$ cat config.mk
export PLATFORM = sky130hd
export DESIGN_NAME = sram_cycle_ctrl
export DESIGN_NICKNAME = d
export VERILOG_FILES = /design/src/rtl/sram_cyc_pkg.sv /design/src/rtl/sram_sleep_fsm.sv /design/src/rtl/sram_cycle_dec.sv /design/src/rtl/sram_burst_seq.sv /design/src/rtl/sram_cycle_ctrl.sv
export SDC_FILE = /design/constraint.sdc
export NUM_CORES = 2
export LEC_CHECK = 0
export BUFFER_PORTS_ARGS = -buffer_cell sky130_fd_sc_hd__clkbuf_2
export CORE_MARGIN = 2
export CORE_UTILIZATION = 49
export CTS_CLUSTER_DIAMETER = 60
export DETAILED_ROUTE_END_ITERATION = 10
export MAX_ROUTING_LAYER = met4
export PLACE_DENSITY = 0.66
export SYNTH_ARGS = -nofsm -noshare
export SYNTH_HDL_FRONTEND = slang
export SYNTH_SLANG_ARGS = --single-unit
$ cat constraint.sdc
create_clock -name clk -period 5.23 [get_ports clk]
set_input_delay 1.046 -clock clk [delete_from_list [all_inputs] [get_ports clk]]
set_output_delay 1.046 -clock clk [all_outputs]
set_load 0.02 [all_outputs]
$ cat src/rtl/sram_cyc_pkg.sv
package sram_cyc_pkg;

    typedef enum logic [1:0] {
        SLP_RUN    = 2'd0,
        SLP_ENTER  = 2'd1,
        SLP_SNOOZE = 2'd2,
        SLP_WAKE   = 2'd3
    } slp_state_e;

    typedef enum logic [2:0] {
        CYC_NONE     = 3'd0,
        CYC_DESEL    = 3'd1,
        CYC_START_RD = 3'd2,
        CYC_START_WR = 3'd3,
        CYC_ADVANCE  = 3'd4,
        CYC_HOLD     = 3'd5
    } cyc_kind_e;

    typedef enum logic [1:0] {
        ACC_IDLE  = 2'd0,
        ACC_READ  = 2'd1,
        ACC_WRITE = 2'd2
    } acc_state_e;

endpackage

$ cat src/rtl/sram_sleep_fsm.sv
module sram_sleep_fsm
    import sram_cyc_pkg::*;
(
    input  logic clk,
    input  logic rst_n,
    input  logic zz,
    output logic accept,
    output logic sleeping
);

    slp_state_e st_q;
    slp_state_e st_d;

    always_ff @(posedge clk or negedge rst_n) begin
        if (!rst_n) begin
            st_q <= SLP_RUN;
        end else begin
            st_q <= st_d;
        end
    end

    always_comb begin
        st_d = st_q;
        unique case (st_q)
            SLP_RUN:    if (zz) st_d = SLP_ENTER;
            SLP_ENTER:  st_d = zz ? SLP_SNOOZE : SLP_WAKE;
            SLP_SNOOZE: if (!zz) st_d = SLP_WAKE;
            SLP_WAKE:   st_d = zz ? SLP_ENTER : SLP_RUN;
            default:    st_d = SLP_RUN;
        endcase
    end

    // Accesses only in full-run state with no pending sleep request
    always_comb begin
        accept   = (st_q == SLP_RUN) && !zz;
        sleeping = (st_q == SLP_SNOOZE);
    end

endmodule

$ cat src/rtl/sram_cycle_dec.sv
module sram_cycle_dec
    import sram_cyc_pkg::*;
#(
    parameter int LANES = 4
) (
    input  logic             accept,
    input  logic             pri_n,
    input  logic             sec_hi,
    input  logic             sec_lo_n,
    input  logic             proc_n,
    input  logic             ctrl_n,
    input  logic             adv_n,
    input  logic             gw_n,
    input  logic             bwe_n,
    input  logic [LANES-1:0] be_n,
    output cyc_kind_e        kind,
    output logic [LANES-1:0] lane_we
);

    logic sec_ok;
    logic wr_int;
    logic proc_take;

    always_comb begin
        sec_ok    = sec_hi && !sec_lo_n;
        wr_int    = !gw_n || (!bwe_n && !(&be_n));
        proc_take = !proc_n && !pri_n;
        lane_we   = !gw_n ? {LANES{1'b1}} : (!bwe_n ? ~be_n : {LANES{1'b0}});

        if (!accept) begin
            kind = CYC_NONE;
        end else if (proc_take) begin
            // processor strobe always reads; write inputs are ignored
            kind = sec_ok ? CYC_START_RD : CYC_DESEL;
        end else if (!ctrl_n) begin
            if (!pri_n && sec_ok) begin
                kind = wr_int ? CYC_START_WR : CYC_START_RD;
            end else begin
                kind = CYC_DESEL;
            end
        end else begin
            kind = adv_n ? CYC_HOLD : CYC_ADVANCE;
        end
    end

endmodule

$ cat src/rtl/sram_burst_seq.sv
module sram_burst_seq #(
    parameter int BURST_W = 2
) (
    input  logic               clk,
    input  logic               rst_n,
    input  logic               load,
    input  logic               step,
    input  logic               lin,
    input  logic [BURST_W-1:0] base_in,
    output logic [BURST_W-1:0] seq_low
);

    logic [BURST_W-1:0] base_q;
    logic [BURST_W-1:0] cnt_q;
    logic [BURST_W-1:0] cnt_sel;

    always_ff @(posedge clk or negedge rst_n) begin
        if (!rst_n) begin
            base_q <= '0;
            cnt_q  <= '0;
        end else if (load) begin
            base_q <= base_in;
            cnt_q  <= '0;
        end else if (step) begin
            cnt_q  <= cnt_q + 1'b1;
        end
    end

    always_comb begin
        cnt_sel = step ? (cnt_q + 1'b1) : cnt_q;
        if (load) begin
            seq_low = base_in;
        end else if (lin) begin
            seq_low = base_q + cnt_sel;
        end else begin
            seq_low = base_q ^ cnt_sel;
        end
    end

endmodule

$ cat src/rtl/sram_cycle_ctrl.sv
module sram_cycle_ctrl
    import sram_cyc_pkg::*;
#(
    parameter int ADDR_W  = 6,
    parameter int DATA_W  = 32,
    parameter int BURST_W = 2
) (
    input  logic                  clk,
    input  logic                  rst_n,
    input  logic [ADDR_W-1:0]     addr,
    input  logic                  pri_n,
    input  logic                  sec_hi,
    input  logic                  sec_lo_n,
    input  logic                  proc_n,
    input  logic                  ctrl_n,
    input  logic                  adv_n,
    input  logic                  gw_n,
    input  logic                  bwe_n,
    input  logic [DATA_W/8-1:0]   be_n,
    input  logic                  oe_n,
    input  logic                  zz,
    input  logic                  burst_lin,
    input  logic [DATA_W-1:0]     wdata,
    output logic [DATA_W-1:0]     rdata,
    output logic                  dq_oe,
    output logic                  sleeping
);

    localparam int LANES = DATA_W / 8;
    localparam int DEPTH = 1 << ADDR_W;
    localparam int HI_W  = ADDR_W - BURST_W;

    logic              accept;
    cyc_kind_e         kind;
    logic [LANES-1:0]  lane_we;
    logic [BURST_W-1:0] seq_low;

    acc_state_e        acc_q;
    acc_state_e        acc_d;
    logic [HI_W-1:0]   hi_q;
    logic [ADDR_W-1:0] cur_addr;
    logic [ADDR_W-1:0] rd_addr_q;
    logic              rd_v_q;
    logic              drv_q;
    logic [DATA_W-1:0] dout_q;
    logic [DATA_W-1:0] rd_word;
    logic              do_rd;
    logic              do_wr;
    logic              load;
    logic              step;

    sram_sleep_fsm slp_i (
        .clk      (clk),
        .rst_n    (rst_n),
        .zz       (zz),
        .accept   (accept),
        .sleeping (sleeping)
    );

    sram_cycle_dec #(.LANES(LANES)) dec_i (
        .accept   (accept),
        .pri_n    (pri_n),
        .sec_hi   (sec_hi),
        .sec_lo_n (sec_lo_n),
        .proc_n   (proc_n),
        .ctrl_n   (ctrl_n),
        .adv_n    (adv_n),
        .gw_n     (gw_n),
        .bwe_n    (bwe_n),
        .be_n     (be_n),
        .kind     (kind),
        .lane_we  (lane_we)
    );

    sram_burst_seq #(.BURST_W(BURST_W)) seq_i (
        .clk     (clk),
        .rst_n   (rst_n),
        .load    (load),
        .step    (step),
        .lin     (burst_lin),
        .base_in (addr[BURST_W-1:0]),
        .seq_low (seq_low)
    );

    // Access state register
    always_ff @(posedge clk or negedge rst_n) begin
        if (!rst_n) begin
            acc_q <= ACC_IDLE;
        end else begin
            acc_q <= acc_d;
        end
    end

    // Next access state
    always_comb begin
        acc_d = acc_q;
        unique case (kind)
            CYC_NONE,
            CYC_DESEL:    acc_d = ACC_IDLE;
            CYC_START_RD: acc_d = ACC_READ;
            CYC_START_WR: acc_d = ACC_WRITE;
            CYC_ADVANCE,
            CYC_HOLD:     acc_d = acc_q;
            default:      acc_d = ACC_IDLE;
        endcase
    end

    // Per-cycle actions
    always_comb begin
        do_rd = 1'b0;
        do_wr = 1'b0;
        unique case (kind)
            CYC_START_RD: do_rd = 1'b1;
            CYC_START_WR: do_wr = 1'b1;
            CYC_ADVANCE,
            CYC_HOLD: begin
                do_rd = (acc_q == ACC_READ);
                do_wr = (acc_q == ACC_WRITE);
            end
            default: begin
                do_rd = 1'b0;
                do_wr = 1'b0;
            end
        endcase
        load     = (kind == CYC_START_RD) || (kind == CYC_START_WR);
        step     = (kind == CYC_ADVANCE) && (acc_q != ACC_IDLE);
        cur_addr = load ? addr : {hi_q, seq_low};
    end

    // Address high part and read pipeline
    always_ff @(posedge clk or negedge rst_n) begin
        if (!rst_n) begin
            hi_q      <= '0;
            rd_addr_q <= '0;
            rd_v_q    <= 1'b0;
            drv_q     <= 1'b0;
            dout_q    <= '0;
        end else begin
            if (load) begin
                hi_q <= addr[ADDR_W-1:BURST_W];
            end
            if (do_rd) begin
                rd_addr_q <= cur_addr;
            end
            rd_v_q <= do_rd;
            drv_q  <= rd_v_q;
            if (rd_v_q) begin
                dout_q <= rd_word;
            end
        end
    end

    // Byte-laned storage array
    for (genvar g = 0; g < LANES; g++) begin : g_lane
        logic [7:0] bank [DEPTH];

        always_ff @(posedge clk) begin
            if (do_wr && lane_we[g]) begin
                bank[cur_addr] <= wdata[g*8 +: 8];
            end
        end

        assign rd_word[g*8 +: 8] = bank[rd_addr_q];
    end

    // Output enable path, not clocked
    always_comb begin
        rdata = dout_q;
        dq_oe = drv_q && !oe_n && !do_wr && !zz;
    end

endmodule

* Word level (Yosys, flattened, before mapping) *
Memories as Yosys holds them, arrays and structs flattened. A register that Yosys moved wholly into a read port is not among the register bits.
Cells that the tools add are included.

word-level totals
  bits in registers = 20
  logic and storage cells = 89
  bits in writable memories = 2048
  output and inout port bits = 34
  memories kept = 4
  input bits = 55

operators by class
  add/sub/neg operators = 2
  reduce and logical (&&, ||, !) cells = 33
  equality and inequality tests = 11
  mux-type cells = 29
  bitwise operators = 2

memories
  memory          depth  width  read ports  clocked after Yosys merged registers in  write ports  RTL line                text
  g_lane[0].bank  64     8      1           1                                        1            sram_cycle_ctrl.sv:155  logic [7:0] bank [DEPTH];
  g_lane[1].bank  64     8      1           1                                        1            sram_cycle_ctrl.sv:155
  g_lane[2].bank  64     8      1           1                                        1            sram_cycle_ctrl.sv:155
  g_lane[3].bank  64     8      1           1                                        1            sram_cycle_ctrl.sv:155

operators by type and width
  cell                 number
  $logic_and 1x1->1    13
  $logic_not 1->1      13
  $mux 1               12
  $mux 2               6
  $mux 3               4
  $mux 4               2
  $pmux 2 s4           1
  $eq 2x2->1 const B   3
  $eq 3x2->1 const B   2
  $eq 3x3->1 const B   2
  $mux 6               1
  $pmux 2 s3           1
  $eq 2x1->1 const B   2
  $ne 2x2->1 const B   2
  $not 4->4            1
  $pmux 1 s2           2
  $reduce_and 4->1     1
  $add 2x1->2 const B  1
  $add 2x2->2          1
  $logic_not 2->1      1
  $logic_or 1x1->1     2
  $reduce_and 2->1     1
  $reduce_bool 2->1    1
  $reduce_or 2->1      1
  $xor 2x2->2          1

* Logic depth before layout (Yosys ltp) *
  depth after elaboration = 15
  depth in mapped cells = 15
  gate-level depth less buffers = 13

* By module *
A second synthesis with hierarchy kept.

second synthesis, totals
  cell total of the unflattened synthesis = 3884
  area, all modules = 81345.5 um2

modules (own cells, without submodules)
  module           area an instance (um2)  cells an instance  instances
  sram_cycle_ctrl  80818.8                 3831               1
  sram_burst_seq   231.5                   22                 1
  sram_sleep_fsm   182.7                   16                 1
  sram_cycle_dec   112.6                   15                 1

* Worst setup path before layout *
Ideal clock, no wire load.

  kind = input-to-reg
  start = input sec_lo_n
  end = memory g_lane[2].bank[14][0] (enable)
  data required time = 4.835 ns
  arrival time = 4.169 ns
  path slack = 0.666 ns
  cell stages on the path = 12
  path through = or3b_4 o311ai_4 nand2_1 xnor2_1 ha_1 nand2_1 xor2_1 and2_1 mux2_2 buf_2 buf_2 nor4_1

between the ends
  longest elaborated chain between the ends = 13
  elaborated cells between the ends (all ways) = 24

ends and longest elaborated chain
  what                                                  RTL line                                        text
  from (decl)                                           sram_cycle_ctrl.sv:13                           input logic sec_lo_n,
  $logic_not 1->1 *                                     sram_cycle_dec.sv:25                            sec_ok = sec_hi && !sec_lo_n;
  $logic_and 1x1->1 *                                   sram_cycle_dec.sv:25
  $logic_and 1x1->1                                     sram_cycle_dec.sv:36                            if (!pri_n && sec_ok) begin
  $mux 3                                                sram_cycle_dec.sv:36
  $mux 3                                                sram_cycle_dec.sv:35                            end else if (!ctrl_n) begin
  $mux 3 *                                              sram_cycle_dec.sv:32                            end else if (proc_take) begin
  $mux 3 *                                              sram_cycle_dec.sv:30                            if (!accept) begin
  $eq 3x3->1, on equally long branches                  sram_cycle_ctrl.sv:112, sram_cycle_ctrl.sv:126
  $logic_and 1x1->1 or $reduce_or 2->1 (tied branches)  sram_cycle_ctrl.sv:126, sram_cycle_ctrl.sv:112
  $mux 2 or $pmux 1 s2 (tied branches)                  sram_burst_seq.sv:30, sram_cycle_ctrl.sv:112
  $add 2x2->2, or another cell as far along             sram_burst_seq.sv:34                            seq_low = base_q + cnt_sel;
  $mux 2 or $mux 1 (tied branches)                      sram_burst_seq.sv:33, sram_cycle_ctrl.sv:158
  $mux 6 or $mux 1 (tied branches)                      sram_cycle_ctrl.sv:127, sram_cycle_ctrl.sv:159
  to (decl)                                             sram_cycle_ctrl.sv:155

Every way passes the cells marked *; elsewhere a longest branch is shown, timed or not.

* Worst setup path after layout *
  start = register slp_i.st_q[1]
  end = memory g_lane[2].bank[58][4] (enable)

between the ends
  longest elaborated chain between the ends = 9
  elaborated cells between the ends (all ways) = 19

ends and longest elaborated chain
  what                                                  RTL line                                        text
  from (decl)                                           sram_sleep_fsm.sv:11                            slp_state_e st_q;
  from (signal assigned)                                sram_sleep_fsm.sv:18                            st_q <= st_d;
  $logic_not 2->1 *                                     sram_sleep_fsm.sv:35                            accept = (st_q == SLP_RUN) && !zz;
  $logic_and 1x1->1 *                                   sram_sleep_fsm.sv:35
  $mux 3 *                                              sram_cycle_dec.sv:30
  $eq 3x3->1, on equally long branches                  sram_cycle_ctrl.sv:112, sram_cycle_ctrl.sv:126
  $logic_and 1x1->1 or $reduce_or 2->1 (tied branches)  sram_cycle_ctrl.sv:126, sram_cycle_ctrl.sv:112
  $mux 2 or $pmux 1 s2 (tied branches)                  sram_burst_seq.sv:30, sram_cycle_ctrl.sv:112
  $add 2x2->2, or another cell as far along             sram_burst_seq.sv:34
  $mux 2 or $mux 1 (tied branches)                      sram_burst_seq.sv:33, sram_cycle_ctrl.sv:158
  $mux 6 or $mux 1 (tied branches)                      sram_cycle_ctrl.sv:127, sram_cycle_ctrl.sv:159

Marked as above.

==> results_dict.tcl <==
set metrics [dict create \
    status "finished, final reports clean" \
    cts.sinks 2100 \
    core_area_sq_um 167600 \
    h-tree-depth 4 \
    synth_nets 4344 \
    drtIter0Drc 5215 \
    register_area_sq_um 62820 \
    period_needed_ns 4.588 \
    grt_pass1_wl_mm 307.6 \
    timing.final.hold_violations 0 \
    cts_tree "built" \
    required_ns 5.77 \
    drv_cap 0 \
    arrival_ns 5.12 \
    avgSynthCellArea_sq_um 19.36 \
    rsz0062_at_grt "no" \
    fin_util_pct 56.83 \
    p_switching_mw 12.68 \
    crit_type "reg2reg" \
    yosys.area.top_type "edfxtp_1" \
    setup_viol 0 \
    async_reset_ff_share_pct 2.476 \
    synthCells 4283 \
    grt_use_total_pct 25.54 \
    pwr-share-seq_pct 43.4 \
    combPwrFrac_pct 23.7 \
    p_sw_share_pct 29.06 \
    ys_seq_area_share_pct 75.73 \
    drt_wl_total_mm 215.0 \
    ios 89 \
    clk_latency_ns 0.86 \
    yosysWarnings 0 \
    reg2reg_depth 14 \
    pre_cts_slack_ns 0.2503 \
    finalClockSkew_ns 0.05117 \
    synth.top_cells.by_area "edfxtp_1 (74%), mux4_2 (9.6%), mux2i_1 (3.5%)" \
    cp_slowest_stage_delay_ns 0.78 \
    syn_area_sq_um 82920 \
    ys.flop_type "edfxtp_1" \
    finalWorstSetupSlack_ns 0.6418 \
    ys_ff_latch 2100 \
    worst_slew_margin_rel_pct 13.34 \
    tightest_slew_ns 1.300 \
    hold_slack_ns 0.09784 \
    viasPerCell 6.140 \
    post_cts_resized 0 \
    wl_per_cell_um 30.28 \
    fin_setup_tns_ns 0 \
    die_area_sq_um 172500 \
    multiInputGateArea_sq_um 19350 \
    ir_drop_uv 368.3 \
    fillers 12380 \
    start_kind "register" \
    cts_setup_buffers 0 \
    cp.depth 14 \
    finalPower_mw 43.62 \
    cts.clk_slew.worst_paths_ns 0.06 \
    grt_overflow_total 0 \
    die_w_um 415.4 \
    leakage_nw 29.95 \
    drv_slew 0 \
    yosysTopAreaCellShare_pct 74.16 \
    endpoint_kind "register" \
    place_congestion 0.9486 \
    timing.final.crit_share_pct 87.73 \
    via_count 43600 \
    layout-drive-gt1-share_pct 28.81 \
    internal-power_mw 30.94 \
    hold_buffers 0 \
    die_height_um 415.4 \
    wl_met1_mm 85.37 \
    crit_buf_inv 3 \
    crit_family "simple AND/OR/NAND/NOR gates" \
    synth-edff-count 2048 \
    wl_met2_mm 102.3 \
    dr.pass1.iters 9 \
    synth_cell_types 63 \
    numCtsBuffers 206 \
    grt_start_max_net_pins 70 \
    fmaxAchievable_mhz 217.9 \
    clockPowerShare_pct 32.9 \
    cp_max_fo 45 \
    path_cells "inv_1 > ha_1 > nor2b_2 > o2111a_1 > nand2_1 > xnor2_1 > ha_1 > nand2_1 > xor2_1 > and2_1 > mux2_4 > buf_12 > nor4_2 > buf_4" \
    cts-root-buf "clkbuf_16" \
    crit_slowest_cell "nor4_2" \
    wl_met3_mm 18.36 \
    rows 150 \
    dr.max_layer_used "met4" \
    drc_errors 0 \
    area_growth_pct 14.87 \
    first_global_vias 43290 \
    power_density_nw_per_um2 457.9 \
    ctsLongestPathBuffers 3 \
    reg2reg_slack_ns 0.64 \
    final_nets 4766 \
    hold_class "in2async" \
    port_buffers 88 \
    ant_nets 0 \
    hpwl_mm 134.1 \
    antenna_found_initial 18 \
    start_util_pct 49.48 \
]
-- power by group through the flow --
stage	sequential, mW	combinational (mW)	clock, mW
after global placement	19.3	10.2	0
after floorplan	18.9	7.01	0
after detailed placement	19.3	10.3	0
after global routing	18.9	10.9	15.2
after CTS	18.9	10.3	14.5
final	18.9	10.3	14.4
-- through the flow --
step / area [sq um] / cells
floorplan: 82920 / 4283
global placement: 88650 / 6701
detailed placement: 88650 / 6701
CTS: 95210 / 7084
global route: 95240 / 7097
finish: 95250 / 7100
-- cell families (layout without fill, tap and decap cells) --
| family | Yosys count | count (layout) | share of synthesized area, % |
|---|---|---|---|
| flip-flops | 2100 | 2100 | 75.73 |
| multiplexers | 809 | 809 | 15.32 |
| AND/OR/NAND/NOR | 645 | 645 | 3.956 |
| AO/OA/AOI/OAI | 436 | 436 | 3.412 |
| buffers and inverters | 285 | 882 | 1.462 |
| adder cells (fa/ha/maj) | 6 | 6 | 0.09053 |
| XOR/XNOR | 2 | 2 | 0.02113 |
| other | 0 | 16 | 0 |
-- cell type report --
cell class / count / area share (%)
flip-flops and latches: 2100 / 65.95
inverters: 6 / 0.02364
diodes: 16 / 0.04204
repair buffers: 493 / 3.891
well taps: 2204 / 2.895
clock inverters: 116 / 1.029
clock buffers: 267 / 5.857
multi-input cells: 1898 / 20.31
-- registers in the layout, summed over array words and instances (netlist names) --
name,cells
rd_v_q,1
g_lane.bank,2048
hi_q,4
rd_addr_q,6
acc_q,2
slp_i.st_q,2
rdata,32
seq_i.base_q,2
drv_q,1
seq_i.cnt_q,2
-- layer usage --
layer	vias to the layer above	track usage, %
li1	18530	-
met1	22530	33.94
met2	2081	39.08
met3	448	5.327
met4	0	9.699
met5	-	-
-- final timing paths --
| path | startpoint | endpoint |
|---|---|---|
| max reg2reg | slp_i.st_q[1]$_DFFE_PN0P_ | g_lane[2].bank[58][4]$_DFFE_PP_ |
| max | slp_i.st_q[1]$_DFFE_PN0P_ | g_lane[2].bank[58][4]$_DFFE_PP_ |
| min reg2reg | seq_i.base_q[0]$_DFFE_PN0N_ | seq_i.base_q[0]$_DFFE_PN0N_ |
| min | rst_n | rdata[21]$_DFFE_PN0P_ |
| max in group asynchronous | rst_n | rd_addr_q[4]$_DFFE_PN0P_ |
| min in group clk | zz | slp_i.st_q[0]$_DFFE_PN0P_ |
-- cell usage after synthesis, types with 3 or more instances --
cell type,count
mux2_2,164
nand4b_1,3
a22oi_1,64
and2_0,3
nor2b_1,67
o21ai_1,3
mux4_2,352
o31ai_1,3
and2_1,8
nor3b_1,3
a21oi_1,103
o22ai_1,100
buf_1,26
o32ai_1,3
nand2b_1,9
nor4_1,109
o21ai_0,73
nand2_1,104
edfxtp_1,2048
nor2_1,131
mux2i_1,293
buf_6,4
nand3_1,16
inv_1,5
buf_2,87
o21a_1,7
nor3_1,160
o221ai_1,64
dfrtp_1,52
clkbuf_1,161
nand4_1,12
ha_1,6
-- cell usage in the layout, fill, tap and decap left out, types with 4 or more instances in the layout --
cell type / netlist / routed
inv_6: 0 / 8
nor4_2: 0 / 57
buf_12: 0 / 18
clkinvlp_4: 0 / 9
ha_1: 6 / 6
nand2_1: 104 / 102
diode_2: 0 / 16
clkinv_8: 0 / 5
clkbuf_16: 0 / 210
a22oi_1: 64 / 64
buf_4: 1 / 387
clkbuf_1: 161 / 46
edfxtp_1: 2048 / 2048
dfrtp_1: 52 / 46
clkinv_4: 0 / 4
nand3_1: 16 / 15
clkbuf_8: 0 / 11
bufinv_16: 0 / 12
mux2i_1: 293 / 292
clkinv_2: 0 / 39
mux2_2: 164 / 163
o22ai_1: 100 / 100
and2_1: 8 / 8
o21a_1: 7 / 6
o221ai_1: 64 / 64
clkbuf_2: 0 / 87
o21ai_2: 1 / 4
nand4_1: 12 / 12
o21ai_0: 73 / 73
nand2b_1: 9 / 9
clkinv_1: 0 / 37
nor2_1: 131 / 131
a21oi_1: 103 / 103
nor3_1: 160 / 159
mux4_2: 352 / 352
nor2b_1: 67 / 64
nor4_1: 109 / 52
inv_1: 5 / 5
dfrtp_4: 0 / 4
(Power assumes the default switching activity.)
